[src/rtl/ptc_pkg.sv]
package ptc_pkg;
  // register word addresses
  localparam int A_CTRL   = 0;
  localparam int A_TIME   = 1;
  localparam int A_PERIOD = 2;
  localparam int A_CORR   = 3;
  localparam int A_INCR   = 4;
  // control bit positions
  localparam int B_EN      = 0;
  localparam int B_WRAP_LO = 4;
  localparam int B_WRAP_HI = 5;
  localparam int B_PIN     = 7;
  localparam int B_RESTART = 9;
  localparam int B_CAPTURE = 11;
  // trim increment field position in the increment register
  localparam int TRIM_LSB  = 8;
endpackage

[src/rtl/ptc_regs.sv]
module ptc_regs
  import ptc_pkg::*;
#(
  parameter int CNT_W  = 32,
  parameter int ADDR_W = 3,
  parameter int INC_W  = 7
) (
  input  logic              clk,
  input  logic              rst,
  input  logic              wr_en,
  input  logic [ADDR_W-1:0] wr_addr,
  input  logic [CNT_W-1:0]  wr_data,
  input  logic [ADDR_W-1:0] rd_addr,
  input  logic [CNT_W-1:0]  snap_i,
  output logic [CNT_W-1:0]  rd_data,
  output logic              en_o,
  output logic              wrap_en_o,
  output logic              pin_o,
  output logic [CNT_W-1:0]  period_o,
  output logic [CNT_W-1:0]  interval_o,
  output logic [INC_W-1:0]  base_inc_o,
  output logic [INC_W-1:0]  trim_inc_o,
  output logic              restart_o,
  output logic              load_o,
  output logic              capture_o,
  output logic              interval_wr_o
);
  logic wr_ctrl;
  logic en_q, wlo_q, whi_q, pin_q;
  logic [CNT_W-1:0] period_q, interval_q;
  logic [INC_W-1:0] base_q, trim_q;

  assign wr_ctrl       = wr_en && (wr_addr == ADDR_W'(A_CTRL));
  assign restart_o     = wr_ctrl && wr_data[B_RESTART];
  assign capture_o     = wr_ctrl && wr_data[B_CAPTURE];
  assign load_o        = wr_en && (wr_addr == ADDR_W'(A_TIME));
  assign interval_wr_o = wr_en && (wr_addr == ADDR_W'(A_CORR));

  always_ff @(posedge clk) begin
    if (rst) begin
      en_q <= 1'b0; wlo_q <= 1'b0; whi_q <= 1'b0; pin_q <= 1'b0;
      period_q <= '0; interval_q <= '0; base_q <= '0; trim_q <= '0;
    end else if (wr_en) begin
      case (wr_addr)
        ADDR_W'(A_CTRL): begin
          en_q  <= wr_data[B_EN];
          wlo_q <= wr_data[B_WRAP_LO];
          whi_q <= wr_data[B_WRAP_HI];
          pin_q <= wr_data[B_PIN];
        end
        ADDR_W'(A_PERIOD): period_q   <= wr_data;
        ADDR_W'(A_CORR):   interval_q <= wr_data;
        ADDR_W'(A_INCR): begin
          base_q <= wr_data[INC_W-1:0];
          trim_q <= wr_data[TRIM_LSB +: INC_W];
        end
        default: ;
      endcase
    end
  end

  always_ff @(posedge clk) begin
    if (rst) rd_data <= '0;
    else begin
      rd_data <= '0;
      case (rd_addr)
        ADDR_W'(A_CTRL): begin
          rd_data[B_EN]      <= en_q;
          rd_data[B_WRAP_LO] <= wlo_q;
          rd_data[B_WRAP_HI] <= whi_q;
          rd_data[B_PIN]     <= pin_q;
        end
        ADDR_W'(A_TIME):   rd_data <= snap_i;
        ADDR_W'(A_PERIOD): rd_data <= period_q;
        ADDR_W'(A_CORR):   rd_data <= interval_q;
        ADDR_W'(A_INCR): begin
          rd_data[INC_W-1:0]          <= base_q;
          rd_data[TRIM_LSB +: INC_W]  <= trim_q;
        end
        default: ;
      endcase
    end
  end

  assign en_o       = en_q;
  assign wrap_en_o  = wlo_q && whi_q;
  assign pin_o      = pin_q;
  assign period_o   = period_q;
  assign interval_o = interval_q;
  assign base_inc_o = base_q;
  assign trim_inc_o = trim_q;
endmodule

[src/rtl/ptc_rate_sel.sv]
module ptc_rate_sel #(
  parameter int CNT_W = 32,
  parameter int INC_W = 7
) (
  input  logic             clk,
  input  logic             rst,
  input  logic             step_i,
  input  logic             interval_wr_i,
  input  logic [CNT_W-1:0] interval_i,
  input  logic [INC_W-1:0] base_inc_i,
  input  logic [INC_W-1:0] trim_inc_i,
  output logic [INC_W-1:0] inc_o
);
  logic [CNT_W-1:0] phase_q;
  logic trim_now;

  assign trim_now = (interval_i != '0) && (phase_q == interval_i);
  assign inc_o    = trim_now ? trim_inc_i : base_inc_i;

  always_ff @(posedge clk) begin
    if (rst || interval_wr_i) phase_q <= '0;
    else if (step_i && (interval_i != '0))
      phase_q <= trim_now ? '0 : phase_q + 1'b1;
  end
endmodule

[src/rtl/ptc_counter.sv]
module ptc_counter #(
  parameter int CNT_W = 32,
  parameter int INC_W = 7
) (
  input  logic             clk,
  input  logic             rst,
  input  logic             step_i,
  input  logic [INC_W-1:0] inc_i,
  input  logic             restart_i,
  input  logic             load_i,
  input  logic [CNT_W-1:0] load_val_i,
  input  logic             capture_i,
  input  logic             wrap_en_i,
  input  logic             pin_i,
  input  logic [CNT_W-1:0] period_i,
  output logic [CNT_W-1:0] time_o,
  output logic [CNT_W-1:0] snap_o,
  output logic             evt_o,
  output logic             cmp_o
);
  localparam int SUM_W = CNT_W + 1;
  logic [SUM_W-1:0] sum, per_ext;
  logic roll;

  assign sum     = {1'b0, time_o} + SUM_W'(inc_i);
  assign per_ext = {1'b0, period_i};
  assign roll    = wrap_en_i && (period_i != '0) && (sum >= per_ext);

  always_ff @(posedge clk) begin
    if (rst) begin
      time_o <= '0; snap_o <= '0; evt_o <= 1'b0; cmp_o <= 1'b0;
    end else begin
      evt_o <= 1'b0;
      cmp_o <= 1'b0;
      if (capture_i) snap_o <= time_o;
      if (restart_i)   time_o <= '0;
      else if (load_i) time_o <= load_val_i;
      else if (step_i) begin
        if (roll) begin
          time_o <= CNT_W'(sum - per_ext);
          evt_o  <= 1'b1;
          cmp_o  <= pin_i;
        end else begin
          time_o <= sum[CNT_W-1:0];
        end
      end
    end
  end
endmodule

[src/rtl/ptc_time_core.sv]
module ptc_time_core #(
  parameter int CNT_W  = 32,
  parameter int ADDR_W = 3,
  parameter int INC_W  = 7
) (
  input  logic              clk,
  input  logic              rst,
  input  logic              wr_en,
  input  logic [ADDR_W-1:0] wr_addr,
  input  logic [CNT_W-1:0]  wr_data,
  input  logic [ADDR_W-1:0] rd_addr,
  output logic [CNT_W-1:0]  rd_data,
  output logic [CNT_W-1:0]  time_o,
  output logic              evt_o,
  output logic              cmp_evt_o
);
  logic cnt_en, wrap_en, pin, restart, load, capture, interval_wr, step;
  logic [CNT_W-1:0] period, interval, cap_val;
  logic [INC_W-1:0] base_inc, trim_inc, inc;

  ptc_regs #(.CNT_W(CNT_W), .ADDR_W(ADDR_W), .INC_W(INC_W)) regs_i (
    .clk(clk), .rst(rst), .wr_en(wr_en), .wr_addr(wr_addr), .wr_data(wr_data),
    .rd_addr(rd_addr), .snap_i(cap_val), .rd_data(rd_data),
    .en_o(cnt_en), .wrap_en_o(wrap_en), .pin_o(pin), .period_o(period),
    .interval_o(interval), .base_inc_o(base_inc), .trim_inc_o(trim_inc),
    .restart_o(restart), .load_o(load), .capture_o(capture),
    .interval_wr_o(interval_wr)
  );

  assign step = cnt_en && !restart && !load;

  ptc_rate_sel #(.CNT_W(CNT_W), .INC_W(INC_W)) rate_i (
    .clk(clk), .rst(rst), .step_i(step), .interval_wr_i(interval_wr),
    .interval_i(interval), .base_inc_i(base_inc), .trim_inc_i(trim_inc),
    .inc_o(inc)
  );

  ptc_counter #(.CNT_W(CNT_W), .INC_W(INC_W)) cnt_i (
    .clk(clk), .rst(rst), .step_i(step), .inc_i(inc), .restart_i(restart),
    .load_i(load), .load_val_i(wr_data), .capture_i(capture),
    .wrap_en_i(wrap_en), .pin_i(pin), .period_i(period),
    .time_o(time_o), .snap_o(cap_val), .evt_o(evt_o), .cmp_o(cmp_evt_o)
  );
endmodule

[config.mk]
export PLATFORM = sky130hd
export DESIGN_NAME = ptc_time_core
export DESIGN_NICKNAME = d
export VERILOG_FILES = /design/src/rtl/ptc_pkg.sv /design/src/rtl/ptc_regs.sv /design/src/rtl/ptc_rate_sel.sv /design/src/rtl/ptc_counter.sv /design/src/rtl/ptc_time_core.sv
export SDC_FILE = /design/constraint.sdc
export NUM_CORES = 1
export LEC_CHECK = 0
export BUFFER_PORTS_ARGS = -buffer_cell sky130_fd_sc_hd__buf_2
export CAP_MARGIN = 10
export CORE_MARGIN = 1
export CORE_UTILIZATION = 56
export CTS_CLUSTER_DIAMETER = 200
export DETAILED_ROUTE_END_ITERATION = 8
export PLACE_DENSITY = 0.88
export SYNTH_ARGS = -nofsm -noshare
export SYNTH_HDL_FRONTEND = slang
export SYNTH_SLANG_ARGS = --single-unit
[constraint.sdc]
create_clock -name clk -period 17.3 [get_ports clk]
set_input_delay 1.73 -clock clk [delete_from_list [all_inputs] [get_ports clk]]
set_output_delay 1.73 -clock clk [all_outputs]
set_load 0.01 [all_outputs]
== Yosys cells after proc, flatten, opt, wreduce, memory -nomap -nowiden ==
Cells that the tools add are included.

* Register bits after elaboration: 212
* Input port bits: 41
* Output and inout bits: 66
* Logic and storage cells: 69

* Add/sub/neg operators: 3
* $lt $le $gt $ge: 1
* Eq/ne operators: 9
* Muxes and demuxes: 13
* Bitwise operators: 2
* Reductions and logical operators: 27

{| class="wikitable"
|+ Operator list
! cell !! count
|-
| 32-bit 2-to-1 mux || 4
|-
| 32-bit nonzero test || 2
|-
| 17-bit case mux with 3 select lines || 1
|-
| 32-bit by 7-bit adder with 33-bit output || 1
|-
| 33-bit by 32-bit greater-or-equal comparator with 1-bit output || 1
|-
| 32-bit by 1-bit adder with 32-bit output (second input constant) || 1
|-
| 32-bit equality test || 1
|-
| 32-bit subtractor || 1
|-
| 7-bit case mux with 4 select lines || 1
|-
| 3-bit by 2-bit equality test with 1-bit output (second input constant) || 4
|-
| 1-bit logical AND || 12
|-
| 3-bit case mux with 4 select lines || 1
|-
| 2-bit case mux with 5 select lines || 1
|-
| 1-bit case mux with 4 select lines || 2
|-
| 2-bit AND reduction || 4
|-
| 7-bit 2-to-1 mux || 1
|-
| 3-bit by 1-bit equality test with 1-bit output (second input constant) || 2
|-
| 3-bit equality test (second input constant) || 2
|-
| 3-bit zero test || 2
|-
| 1-bit case mux with 5 select lines || 1
|-
| 5-bit OR reduction || 1
|-
| 4-bit OR reduction || 1
|-
| 1-bit zero test || 2
|-
| 1-bit inverter || 2
|-
| other kinds (4) || 4
|}

== Logic depth before layout (Yosys ltp) ==
* Word-level depth: 9
* Depth in mapped cells: 26
* Gate-level depth less buffers: 24

== Cells and area by module ==
A second synthesis with hierarchy kept.

* Cell total of the unflattened synthesis: 1531
* Area total of the unflattened synthesis: 12684.7 sq um

{| class="wikitable"
|+ By module, submodules not included
! module !! instances !! cells an instance !! area an instance (sq um) !! seq. area each (sq um)
|-
| ptc_counter || 1 || 716 || 5609.1 || 1321.3
|-
| ptc_regs || 1 || 530 || 4629.4 || 2282.2
|-
| ptc_rate_sel || 1 || 284 || 2433.6 || 640.6
|-
| ptc_time_core || 1 || 1 || 12.5 || 0.0
|}

== Worst setup path before layout ==
No wires, ideal clock.

* Path kind: register to register
* From: reg rate_i.phase_q[17]
* To: reg cnt_i.time_o[10]
* Setup time: 0.116 ns
* Data arrival time: 6.086 ns
* Data required time: 17.184 ns
* Path slack: 11.098 ns
* Cell stages (with the launch flop): 26
* Path buffers: 1
* Clock period less this slack: 6.202 ns
* Cell sequence: dfxtp_1 > xor2_1 > nor4_1 > nand4_1 > nor3_1 > mux2_2 > ha_1 > inv_1 > fa_1 > nor2b_1 > o31ai_1 > a21oi_1 > nor2b_1 > nand3_1 > xnor2_1 > ha_1 > nand4_1 > or4_1 > or4_1 > o211ai_1 > a21oi_2 > o21ai_4 > buf_4 > mux2i_1 > a21oi_1 > a31o_2

* Cells in the longest elaborated chain, start to end: 9
* Elaborated cells between the ends (all ways): 10
* Those cells by class: add/sub (2); order compare (1); eq/ne (1); mux (4); reduce/logical (2)

{| class="wikitable"
|+ RTL lines
! element !! line !! RTL
|-
| start: declaration || ptc_rate_sel.sv:14 || <nowiki>logic [CNT_W-1:0] phase_q;</nowiki>
|-
| start signal: assignment || ptc_rate_sel.sv:23 || <nowiki>phase_q <= trim_now ? '0 : phase_q + 1'b1;</nowiki>
|-
| 32-bit equality test * || ptc_rate_sel.sv:17 || <nowiki>assign trim_now = (interval_i != '0) && (phase_q == interval_i);</nowiki>
|-
| 1-bit logical AND * || ptc_rate_sel.sv:17 ||
|-
| 7-bit 2-to-1 mux * || ptc_rate_sel.sv:18 || <nowiki>assign inc_o = trim_now ? trim_inc_i : base_inc_i;</nowiki>
|-
| 32-bit by 7-bit adder with 33-bit output * || ptc_counter.sv:25 || <nowiki>assign sum = {1'b0, time_o} + SUM_W'(inc_i);</nowiki>
|-
| 33-bit by 32-bit greater-or-equal comparator with 1-bit output || ptc_counter.sv:27 || <nowiki>assign roll = wrap_en_i && (period_i != '0) && (sum >= per_ext);</nowiki>
|-
| 1-bit logical AND || ptc_counter.sv:27 ||
|-
| 32-bit 2-to-1 mux * || ptc_counter.sv:39 || <nowiki>if (roll) begin</nowiki>
|-
| 32-bit 2-to-1 mux * || ptc_counter.sv:38 || <nowiki>else if (step_i) begin</nowiki>
|-
| 32-bit 2-to-1 mux * || ptc_counter.sv:37 || <nowiki>else if (load_i) time_o <= load_val_i;</nowiki>
|-
| end signal: assignment || ptc_counter.sv:37 ||
|-
| end signal: assignment || ptc_counter.sv:40 || <nowiki>time_o <= CNT_W'(sum - per_ext);</nowiki>
|-
| end signal: assignment || ptc_counter.sv:44 || <nowiki>time_o <= sum[CNT_W-1:0];</nowiki>
|-
| end: declaration || ptc_counter.sv:16 || <nowiki>output logic [CNT_W-1:0] time_o,</nowiki>
|}

Every way passes the cells marked *; elsewhere a longest branch is shown, timed or not. The select of a mux whose other input is x is not followed.
A chain may end at the register's enable or synchronous reset.

== Worst setup path in the final report ==
Ends and elaborated chain as after synthesis.

==> impl_metrics.toml <==
[outcome]
status = "completed"

[worst_setup_path]
worstSetupPathType = "flop to flop"
end_kind = "flop"
start_kind = "flop"
crit_arrival_ns = 7.79
cp_max_fo = 25
cp_data_required_time_ns = 17.69

[clock_tree]
cts_setup_buffers = 0
clock_path_buffers = 3
cts_tree = "yes"
cts_resized = 0
cts_made_buffers = 23
clk_latency_ns = 0.51
htreeDepth = 1
hold_buffers = 0
cts.sinks = 212
clk_pin_slew_ns = 0.06
cts-root-buf = "clkbuf_16"

[layout]
syn_to_final_growth_pct = 12.0
diodes = 0
layout-drive-gt1-share_pct = 12.3
final_util_pct = 64.8
instances_no_fill = 1869
fin_nets = 1667
design_area_um2 = 13300
fillers = 1708

[logic_synthesis]
syn_area_um2 = 11900
synth-main-ff-cell = "dfxtp_1"
syn_area_per_cell_um2 = 7.74
netlist_instances = 1532
seq_area_frac_synth_pct = 35.8
ys_async_sr_fraction_pct = 0
ys_ff_latch = 212
synth_area_leaders = "dfxtp_1 (36%), nand2_1 (9.2%), a21oi_1 (7.3%)"
synth_edf_count = 0
yosysMostFrequentCell = "nand2_1"
synth_fp_nets = 1615
synth_top_cell_by_area = "dfxtp_1"
synth_cell_types = 66
ys_top_cells_by_count = "nand2_1 (292), dfxtp_1 (212), a21oi_1 (172)"
yosysTopAreaCellShare_pct = 35.8
ys.warnings.count = 0

[power_and_ir_drop]
finalPower_mw = 1.21
vdd_drop_max_uv = 58.1
power.leakage_nw = 5.39
cellPowerDensity_nw_per_um2 = 90.7

[place]
dp.cells = 1827
place_area_um2 = 12500
numPortBuffers = 106
dp_hpwl_mm = 27.9
globalplace.congestion = 0.987

[route]
vias_per_cell = 6.38
drt_iter0_drc = 1908
first_pass_iters = 6
wirelength_mm = 38.1
drc_errors = 0
vias = 11900
drtAntennaViolNets = 0
wl_per_cell_um = 20.4

[timing]
finalCritPeriodShare_pct = 42.8
rsz0062_at_grt = "no"
maxSlewViolCount = 0
fin_tns_setup_ns = 0
slew_headroom_pct = 16.5
max_freq_mhz = 135
hold_violations = 0
tightest_slew_ns = 1.24
setup_viol = 0
skew_ns = 0.0148
min_period_ns = 7.40

[global_routing]
antenna_found_initial = 1
grt_pass1_vias = 10600
grt_util_met1_pct = 49.1
use_met2_pct = 50.3
busiest_layer = "met2"
grt-ovfl-total = 0
grt_max_degree = 85
use_met3_pct = 5.19
grt_pass1_wl_mm = 58.7
grt_use_total_pct = 34.1

[floorplan]
fp.coreArea_um2 = 20500
io_pins = 107
num_rows = 52
dieHeight_um = 148
dieArea_um2 = 21800
initial_core_util_pct = 57.9
die_w_um = 148

[run]
drv_cap = 0

[worst_hold_path]
worstHoldPathType = "flop to flop"
[metal layers]
metal  vias up  routed length (um)
met5         -                   0
met4         0                1860
met3       159                4890
met2       884               16000
met1      5438               15400
li1       5446                   -
[path summary, 6_finish.rpt]
check,from,endpoint,slack (ns),depth (start not counted)
max,rate_i.phase_q[17]$_SDFFE_PP0P_,cnt_i.time_o[10]$_SDFFE_PP0P_,9.90,26
min,cnt_i.snap_o[15]$_SDFFE_PP0P_,cnt_i.snap_o[15]$_SDFFE_PP0P_,0.46,2
max reg2reg,rate_i.phase_q[17]$_SDFFE_PP0P_,cnt_i.time_o[10]$_SDFFE_PP0P_,9.90,26
min reg2reg,cnt_i.snap_o[15]$_SDFFE_PP0P_,cnt_i.snap_o[15]$_SDFFE_PP0P_,0.46,2
[placed cells by master, fill, tap and decap left out, types with 8 or more instances in the layout]
cell,instances
nor2_1,114
and2_1,10
o21ai_0,62
mux2i_1,32
nand3_1,36
buf_2,105
buf_4,13
a21oi_1,170
nand4_1,16
and3_1,22
nor4_1,32
and4_1,12
a221oi_1,11
clkbuf_16,23
ha_1,40
inv_1,51
mux2_2,9
nor3_1,10
a22oi_1,29
o21a_1,8
a31oi_1,8
xnor2_1,41
nand2_1,292
o211ai_1,9
dfxtp_1,212
nand2b_1,8
nor2b_1,12
a211oi_1,9
a31o_2,19
xor2_1,76
a21o_1,20
[area by class of cell]
| class | count | area, um2 | share of cell area, % |
|---|---|---|---|
| Multi-Input combinational cell | 1176 | 7080 | 53.3 |
| Sequential cell | 212 | 4240 | 31.9 |
| Clock buffer | 33 | 673 | 5.07 |
| Timing Repair Buffer | 120 | 666 | 5.01 |
| Tap cell | 270 | 338 | 2.54 |
| Inverter | 51 | 191 | 1.44 |
| Clock inverter | 7 | 95.1 | 0.716 |
[critical path: stages (launching register included)]
cell and delay, ns:
dfxtp_1 0.45, xor2_1 0.11, nor4_1 0.38, nand4_1 0.16
nor3_1 0.20, buf_4 0.24, mux2_2 0.19, ha_1 0.16
inv_1 0.06, fa_1 0.39, nor2b_1 0.16, o31ai_1 0.11
a21oi_1 0.63, nor2b_1 0.39, nand3_1 0.16, xnor2_1 0.17
ha_1 0.40, nand4_1 0.15, or4_1 0.52, or4_1 0.41
o211ai_1 0.13, a21oi_2 0.08, o21ai_4 0.48, buf_4 0.46
mux2i_1 0.29, a21oi_1 0.13, a31o_2 0.25
[report_power, final]
part / switching, mW / internal, mW / total (mW)
sequential: 0.0112 / 0.495 / 0.507
clock: 0.199 / 0.300 / 0.499
combinational: 0.122 / 0.0781 / 0.200
total: 0.332 / 0.874 / 1.21
[flip-flops by register name, indices dropped and copies added (netlist names)]
name and count:
regs_i.whi_q 1, regs_i.wlo_q 1, regs_i.period_o 32, regs_i.en_o 1, regs_i.trim_inc_o 7, regs_i.rd_data 32
regs_i.base_inc_o 7, regs_i.pin_o 1, cnt_i.evt_o 1, cnt_i.snap_o 32, regs_i.interval_o 32, rate_i.phase_q 32
cnt_i.time_o 32, cnt_i.cmp_o 1
[cells by family (layout without fill, tap and decap cells)]
| kind of cell | Yosys count | after routing | synth area share [%] |
|---|---|---|---|
| xor gates and xnor gates | 117 | 117 | 8.64 |
| AOI/OAI and AO/OA | 387 | 387 | 20.2 |
| buffers and inverters | 144 | 211 | 4.81 |
| DFF | 212 | 212 | 35.8 |
| adders and majority gates | 42 | 42 | 4.56 |
| and+or+nand+nor | 589 | 589 | 22.5 |
| muxes | 41 | 41 | 3.55 |
[per-stage QoR]
stage,setup WS [ns],hold WS (ns)
6_report,9.90,0.456
5_1_grt,9.59,0.466
4_1_cts,10.09,0.457
3_5_place_dp,10.11,0.449
3_3_place_gp,10.31,0.442
2_1_floorplan,11.10,0.436
(Power assumes the default switching activity.)
